--- src/rtl/tsi_pkg.sv ---
package tsi_pkg;
  typedef enum logic {
    MODE_OUT_ASSOC = 1'b0,
    MODE_IN_ASSOC  = 1'b1
  } tsi_mode_e;

  localparam logic [7:0] TSI_IDLE_DEF = 8'hFF;
endpackage

--- src/rtl/tsi_slot_cnt.sv ---
module tsi_slot_cnt #(
  parameter int SLOTS = 32,
  localparam int AW = $clog2(SLOTS)
) (
  input  logic          clk_i,
  input  logic          rst_ni,
  output logic [AW-1:0] slot_o
);
  localparam logic [AW-1:0] LAST = AW'(SLOTS - 1);

  always_ff @(posedge clk_i or negedge rst_ni) begin
    if (!rst_ni)             slot_o <= '0;
    else if (slot_o == LAST) slot_o <= '0;
    else                     slot_o <= slot_o + 1'b1;
  end
endmodule

--- src/rtl/tsi_ctrl_mem.sv ---
module tsi_ctrl_mem #(
  parameter int SLOTS = 32,
  localparam int AW = $clog2(SLOTS)
) (
  input  logic          clk_i,
  input  logic          rst_ni,
  input  logic          we_i,
  input  logic [AW-1:0] widx_i,
  input  logic          wvalid_i,
  input  logic [AW-1:0] waddr_i,
  input  logic [AW-1:0] ridx_i,
  output logic          rvalid_o,
  output logic [AW-1:0] raddr_o
);
  logic [SLOTS-1:0] vld_q, vld_d;
  logic [AW-1:0]    adr_q [SLOTS];

  for (genvar i = 0; i < SLOTS; i++) begin : g_ent
    assign vld_d[i] = (we_i && widx_i == AW'(i)) ? wvalid_i : vld_q[i];
  end

  always_ff @(posedge clk_i or negedge rst_ni) begin
    if (!rst_ni) begin
      vld_q <= '0;
      for (int i = 0; i < SLOTS; i++) adr_q[i] <= '0;
    end else begin
      vld_q <= vld_d;
      if (we_i) adr_q[widx_i] <= waddr_i;
    end
  end

  // read sees pre-edge contents: host write lands at next slot
  assign rvalid_o = vld_q[ridx_i];
  assign raddr_o  = adr_q[ridx_i];
endmodule

--- src/rtl/tsi_speech_mem.sv ---
module tsi_speech_mem #(
  parameter int         SLOTS = 32,
  parameter int         W     = 8,
  parameter logic [W-1:0] IDLE = '1,
  localparam int AW = $clog2(SLOTS)
) (
  input  logic             clk_i,
  input  logic             rst_ni,
  input  logic             wr_en_i,
  input  logic [AW-1:0]    wr_addr_i,
  input  logic [W-1:0]     wr_data_i,
  input  logic             set_flag_i,
  input  logic [AW-1:0]    rd_addr_i,
  input  logic [AW-1:0]    clr_idx_i,
  output logic [W-1:0]     rd_data_o,
  output logic [SLOTS-1:0] flag_o
);
  logic [W-1:0]     mem_q [SLOTS];
  logic [SLOTS-1:0] flag_d;

  for (genvar i = 0; i < SLOTS; i++) begin : g_flag
    logic hit_set, hit_clr;
    assign hit_set   = wr_en_i && set_flag_i && wr_addr_i == AW'(i);
    assign hit_clr   = clr_idx_i == AW'(i);
    // set wins over clear in the same slot
    assign flag_d[i] = hit_set | (flag_o[i] & ~hit_clr);
  end

  always_ff @(posedge clk_i or negedge rst_ni) begin
    if (!rst_ni) begin
      flag_o <= '0;
      for (int i = 0; i < SLOTS; i++) mem_q[i] <= IDLE;
    end else begin
      flag_o <= flag_d;
      if (wr_en_i) mem_q[wr_addr_i] <= wr_data_i;
    end
  end

  assign rd_data_o = mem_q[rd_addr_i];
endmodule

--- src/rtl/tsi_switch.sv ---
module tsi_switch #(
  parameter int           SLOTS = 32,
  parameter int           W     = 8,
  parameter logic [W-1:0] IDLE  = tsi_pkg::TSI_IDLE_DEF,
  localparam int AW = $clog2(SLOTS)
) (
  input  logic          clk_i,
  input  logic          rst_ni,
  input  logic          mode_i,
  input  logic [W-1:0]  sample_i,
  input  logic          cfg_we_i,
  input  logic [AW-1:0] cfg_idx_i,
  input  logic          cfg_valid_i,
  input  logic [AW-1:0] cfg_addr_i,
  output logic [AW-1:0] slot_o,
  output logic [W-1:0]  sample_o,
  output logic [AW-1:0] out_slot_o
);
  import tsi_pkg::*;

  tsi_mode_e        mode;
  logic             ent_valid;
  logic [AW-1:0]    ent_addr;
  logic             sp_wr_en;
  logic [AW-1:0]    sp_wr_addr;
  logic [AW-1:0]    sp_rd_addr;
  logic [W-1:0]     sp_rd_data;
  logic [SLOTS-1:0] sp_flag;
  logic             rd_hit;

  assign mode = tsi_mode_e'(mode_i);

  tsi_slot_cnt #(.SLOTS(SLOTS)) u_cnt (
    .clk_i  (clk_i),
    .rst_ni (rst_ni),
    .slot_o (slot_o)
  );

  tsi_ctrl_mem #(.SLOTS(SLOTS)) u_ctrl (
    .clk_i    (clk_i),
    .rst_ni   (rst_ni),
    .we_i     (cfg_we_i),
    .widx_i   (cfg_idx_i),
    .wvalid_i (cfg_valid_i),
    .waddr_i  (cfg_addr_i),
    .ridx_i   (slot_o),
    .rvalid_o (ent_valid),
    .raddr_o  (ent_addr)
  );

  always_comb begin
    if (mode == MODE_OUT_ASSOC) begin
      sp_wr_en   = 1'b1;
      sp_wr_addr = slot_o;
      sp_rd_addr = ent_addr;
      rd_hit     = ent_valid;
    end else begin
      sp_wr_en   = ent_valid;
      sp_wr_addr = ent_addr;
      sp_rd_addr = slot_o;
      rd_hit     = sp_flag[slot_o];
    end
  end

  tsi_speech_mem #(.SLOTS(SLOTS), .W(W), .IDLE(IDLE)) u_speech (
    .clk_i      (clk_i),
    .rst_ni     (rst_ni),
    .wr_en_i    (sp_wr_en),
    .wr_addr_i  (sp_wr_addr),
    .wr_data_i  (sample_i),
    .set_flag_i (mode == MODE_IN_ASSOC),
    .rd_addr_i  (sp_rd_addr),
    .clr_idx_i  (slot_o),
    .rd_data_o  (sp_rd_data),
    .flag_o     (sp_flag)
  );

  always_ff @(posedge clk_i or negedge rst_ni) begin
    if (!rst_ni) begin
      sample_o   <= IDLE;
      out_slot_o <= '0;
    end else begin
      sample_o   <= rd_hit ? sp_rd_data : IDLE;
      out_slot_o <= slot_o;
    end
  end
endmodule

--- config.mk ---
export PLATFORM = sky130hd
export DESIGN_NAME = tsi_switch
export DESIGN_NICKNAME = d
export VERILOG_FILES = /design/src/rtl/tsi_pkg.sv /design/src/rtl/tsi_slot_cnt.sv /design/src/rtl/tsi_ctrl_mem.sv /design/src/rtl/tsi_speech_mem.sv /design/src/rtl/tsi_switch.sv
export SDC_FILE = /design/constraint.sdc
export NUM_CORES = 1
export LEC_CHECK = 0
export ABC_AREA = 0
export BUFFER_PORTS_ARGS = -buffer_cell sky130_fd_sc_hd__buf_2
export CAP_MARGIN = 20
export CORE_MARGIN = 2
export CORE_UTILIZATION = 44
export CTS_CLUSTER_SIZE = 14
export DETAILED_ROUTE_END_ITERATION = 16
export SLEW_MARGIN = 20
export SYNTH_ARGS = -nofsm -noshare
export SYNTH_HDL_FRONTEND = slang
export SYNTH_HIERARCHICAL = 1
export SYNTH_SLANG_ARGS = --single-unit
--- constraint.sdc ---
create_clock -name clk_i -period 10.1 [get_ports clk_i]
set_input_delay 1.01 -clock clk_i [delete_from_list [all_inputs] [get_ports clk_i]]
set_output_delay 1.01 -clock clk_i [all_outputs]
set_load 0.02 [all_outputs]
# Word-level counts from Yosys, hierarchy flattened
# Cells that the tools add are included.
# totals
regBits,498
out_inout_bits,18
wordCells,393
input_bits,23
# classes
n_reduce_logical,70
add_sub_neg,1
eq_ne,93
n_lt_le_gt_ge,7
bitwise_logic,100
n_mux,22
# ops
cell,n
256-bit bitwise mux,1
"5-bit equality test, second input constant",48
160-bit bitwise mux,1
"5-bit by 4-bit equality test with 1-bit output, second input constant",24
1-bit logical AND,67
"5-bit by 3-bit equality test with 1-bit output, second input constant",12
8-bit binary-select mux with 5-bit select,1
8-bit demux with 5-bit select,1
1-bit AND,32
8-bit two-way mux,4
1-bit inverter,32
1-bit OR,32
"5-bit by 2-bit equality test with 1-bit output, second input constant",6
5-bit two-way mux,6
5-bit binary-select mux with 5-bit select,1
5-bit demux with 5-bit select,1
"6-bit greater-or-equal comparator, second input constant",4
5-bit inverter with 6-bit output,4
"5-bit by 1-bit equality test with 1-bit output, second input constant",3
5-bit logical NOT,3
"6-bit by 1-bit less-than comparator with 1-bit output, second input constant",2
1-bit binary-select mux with 5-bit select,2
"5-bit by 6-bit less-than comparator with 1-bit output, second input constant",1
"5-bit by 1-bit adder with 5-bit output, second input constant",1
1-bit two-way mux,4

# Depth between registers and ports, before layout
# logic_depth
ltp_word,11
ltp_mapped,13
mapped_depth_nobuf,9

# Cells and area by module
# The synthesis kept the hierarchy.
# modules_own_cells
mod,cells_per_inst,area_per_inst_um2,instances
tsi_speech_mem,823,13286.5,1
tsi_ctrl_mem,540,8851.0,1
tsi_switch,70,912.1,1
tsi_slot_cnt,15,209.0,1

# Least setup slack after synthesis
# OpenSTA, ideal clock, no wires.
# synth_path
kind,register -> register
from,register u_cnt.slot_o[2]
to,register sample_o[0]
arrival_ps,4271
path_buffers,4
t_required_ps,10000
path_stages_with_launch,14
synth_period_minus_slack_ps,4371
setup_slack_ps,5729
cell_sequence,dfrtp_1 -> clkbuf_1 -> clkbuf_1 -> mux4_2 -> mux4_2 -> mux2_2 -> mux2_2 -> buf_6 -> buf_4 -> mux4_2 -> mux4_2 -> mux2_2 -> inv_1 -> o31ai_1
# synth_between
elab_chain_len,10
# synth_rtl
element,line_no,source
"start, declared",tsi_slot_cnt.sv:7,output logic [AW-1:0] slot_o
"start signal, assigned",tsi_slot_cnt.sv:14,else slot_o <= slot_o + 1'b1;
5-bit inverter with 6-bit output (not written as such),tsi_ctrl_mem.sv:34,assign raddr_o = adr_q[ridx_i];
5-bit binary-select mux with 5-bit select,tsi_ctrl_mem.sv:34,
5-bit two-way mux (not written as such) (2 in series),tsi_ctrl_mem.sv:34,
named net ent_addr[1],tsi_switch.sv:23,logic [AW-1:0] ent_addr;
5-bit two-way mux,tsi_switch.sv:52,if (mode == MODE_OUT_ASSOC) begin
named net sp_rd_addr[1],tsi_switch.sv:26,logic [AW-1:0] sp_rd_addr;
5-bit inverter with 6-bit output (not written as such),tsi_speech_mem.sv:39,assign rd_data_o = mem_q[rd_addr_i];
8-bit binary-select mux with 5-bit select,tsi_speech_mem.sv:39,
8-bit two-way mux (not written as such) (2 in series),tsi_speech_mem.sv:39,
named net sp_rd_data[0],tsi_switch.sv:27,logic [W-1:0] sp_rd_data;
8-bit two-way mux,tsi_switch.sv:83,sample_o <= rd_hit ? sp_rd_data : IDLE;
"end signal, assigned",tsi_switch.sv:83,
"end, declared",tsi_switch.sv:16,"output logic [W-1:0] sample_o,"
# The timed path passes the listed nets, and every way through them passes these cells. The select of a mux whose other input is x is not followed.
# A chain may end at the register's enable or synchronous reset.

# Worst setup path in the final report
# layout_path
from,register u_cnt.slot_o[1]
to,register sample_o[4]
# Same word-level chain as after synthesis.

==> results_dict.tcl <==
set metrics [dict create \
    outcome "complete, no violations" \
    critPathCapture "sample_o[4]" \
    hold_violations 0 \
    cts_buffers 54 \
    comb_power_share_pct 18.3 \
    synth_top_area_cell "dfstp_2" \
    grt_max_degree 140 \
    relSlewSlack_pct 25.8 \
    synth-simple-area-share_pct 3.50 \
    synth_top_area_share_pct 29.8 \
    cts_buffer_depth 3 \
    placed_cells 2085 \
    synth_nets 1473 \
    hpwl_um 34100 \
    io_pins 41 \
    max_cap_violations 0 \
    avgSynthCellArea_sq_um 16.1 \
    synth.distinct_cells 45 \
    placementRows 84 \
    synth-edff-count 0 \
    syn-cell-area_sq_um 23300 \
    dominantRegCellSynth "dfstp_2" \
    syn_to_final_growth_pct 11.1 \
    coreArea_sq_um 52400 \
    htreeDepth 2 \
    synth_top_family_by_area "multiplexers" \
    root_buffer "clkbuf_16" \
    min_period_ns 5.36 \
    drtIter0Drc 832 \
    reg2reg_to "sample_o[4]" \
    viasPerCell 5.78 \
    gp_congestion 0.773 \
    grt_pass1_wl_um 86100 \
    synth_fa_ha_area_share_pct 0.108 \
    cts_tree "yes" \
    die_y_um 234 \
    finalSetupViolations 0 \
    regToRegStartpoint "u_cnt/slot_o[1]" \
    clock.fmax_mhz 187 \
    power_frac_seq_pct 49.1 \
    slew_viol_final 0 \
    synth_common_cells "mux2_2 (280), dfstp_2 (264), dfrtp_1 (234)" \
    die-area_sq_um 54700 \
    path_class "reg2reg" \
    synthMuxAreaShare_pct 37.2 \
    ys_seq_elements 498 \
    fillers 4399 \
    grt_pass1_vias 13600 \
    synth.most_common_cell "mux2_2" \
    critPathArrivalTime_ns 5.87 \
    crit_path_start "u_cnt/slot_o[1]" \
    post-cts-setup-buffers 0 \
    crit_path_end_kind "flip-flop" \
    p_clk_share_pct 32.6 \
    worstRegToRegCells 11 \
    track_usage_pct 21.0 \
    die_width_um 234 \
    timing.final.crit_share_pct 53.1 \
    p_int_mw 4.51 \
    drive_above_1_share_pct 58.5 \
    vias 12600 \
    io_buffers 40 \
    switching_share_pct 25.0 \
    synth-compound-area-share_pct 1.95 \
    ys_async_sr_fraction_pct 100 \
    hold_path_class "in2async" \
    p_sw_mw 1.51 \
    tightest_slew_ns 1.11 \
    start_util_pct 44.3 \
    synth-xor-area-share_pct 0.0377 \
    peakVddDrop_mv 0.132 \
    clkTransAtPathRegs_ns 0.06 \
    cp-start-kind "flip-flop" \
    num-nets-final 1479 \
    antenna_found_initial 4 \
    power_mw 6.02 \
    yosysSeqAreaShare_pct 55.0 \
    powerDensity_nw_per_um2 233 \
    power.leakage_nw 10.4 \
    seq_area_sq_um 12800 \
    synth_area_leaders "dfstp_2 (30%), dfrtp_1 (25%), mux4_2 (14%), mux2_2 (14%), mux2_1 (9.3%)" \
    fin_tns_setup_ns 0 \
    multiInputGateArea_sq_um 10000 \
    yosysWarnings 6 \
    cts_hold_buf 0 \
    numClockSinks 498 \
    wire_per_inst_um 25.2 \
    fin_cells 2188 \
    synthCells 1448 \
    fin_skew_ns 0.0266 \
    rsz0062_at_grt "no" \
    regToRegSetupSlack_ns 4.74 \
    drc 0 \
    holdWs_ns 0.306 \
    dr.pass1.iters 6 \
    grt.overflow.total 0 \
    drt_wl_total_um 55200 \
    cts_resized 0 \
    cp_max_fo 48 \
    ant_nets 0 \
    clk_latency_ns 0.62 \
    cp.required_ns 10.61 \
]
## power by group through the flow
stage / clock [mW] / combinational [mW] / sequential (mW)
finish: 1.96 / 1.10 / 2.95
global route: 2.10 / 1.19 / 3.02
CTS: 2.02 / 1.11 / 2.95
detailed placement: 0 / 1.11 / 2.98
global placement: 0 / 1.08 / 2.97
floorplan: 0 / 0.853 / 2.90
## cells in the final DEF, fill, tap and decap left out, types with 3 or more instances in the layout
cell type	netlist	final
buf_2	6	39
nor2_1	28	23
mux4_1	3	3
clkbuf_8	0	15
o31ai_1	8	8
dfrtp_1	234	231
or3b_2	7	7
nand2_1	16	16
clkinv_2	0	11
dfstp_2	264	264
o21ai_0	65	64
mux2_2	280	278
nor2_2	16	21
clkbuf_16	0	55
inv_1	9	9
nand3b_1	12	12
mux2_4	1	3
mux2_1	192	192
buf_4	6	14
or3_1	5	5
nand2b_1	12	12
clkbuf_1	80	15
mux4_2	144	144
nor2b_1	10	10
nand4b_1	3	3
nand3_1	6	6
## worst max-delay path, cell delays in order, from the launching register on
cell	delay (ns)
dfrtp_4	0.58
buf_4	0.78
mux4_2	0.62
mux4_2	0.50
mux2_2	0.31
mux2_4	0.53
buf_4	0.44
mux4_2	0.53
mux4_2	0.48
mux2_2	0.28
inv_1	0.05
o31ai_1	0.05
## cell type report
class | count | share of cell area [%]
repair buffers | 57 | 1.41
inverters | 9 | 0.131
multi-input cells | 834 | 38.7
clock buffers | 85 | 6.34
well taps | 688 | 3.33
diodes | 1 | 0.00968
flip-flops and latches | 498 | 49.5
clock inverters | 16 | 0.590
## layer usage
| metal | global-route usage (%) | routed length (um) |
|---|---|---|
| met1 | 30.5 | 25800 |
| met3 | 3.00 | 2170 |
| met2 | 33.4 | 26200 |
| met4 | 5.22 | 1050 |
| met5 | 0 | 13 |
## metrics by stage
stage / area (sq um) / setup WS, ns / utilization (%)
floorplan: 23300 / 5.73 / -
finish: 25900 / 4.74 / 49.3
global route: 25900 / 4.37 / 49.3
detailed placement: 24000 / 4.63 / 45.8
global placement: 24000 / 4.72 / 45.8
CTS: 25800 / 4.64 / 49.2
## state kept, by name (all words and copies together), names as in the netlist
register,flops
u_ctrl/vld_q,32
u_cnt/slot_o,5
out_slot_o,5
u_speech/flag_o,32
u_speech/mem_q,256
sample_o,8
u_ctrl/adr_q,160
## worst min-delay path by stage
stage,startpoint,slack (ns),endpoint
2_1_floorplan,u_ctrl/adr_q[15],0.45,u_ctrl/adr_q[15]
6_report,rst_ni,0.31,out_slot_o[2]
4_1_cts,u_ctrl/adr_q[13],0.48,u_ctrl/adr_q[13]
3_3_place_gp,u_ctrl/adr_q[42],0.46,u_ctrl/adr_q[42]
3_5_place_dp,u_ctrl/adr_q[13],0.47,u_ctrl/adr_q[13]
5_1_grt,rst_ni,0.34,out_slot_o[4]
## logic make-up after synthesis
kind of cell,count (synthesis)
xor gates and xnor gates,1
and+or+nand+nor,133
AOI/OAI and AO/OA,77
DFF,498
muxes,621
buffers and inverters,116
adders and majority gates,2
Note: power is estimated with default switching activity, not from simulation.
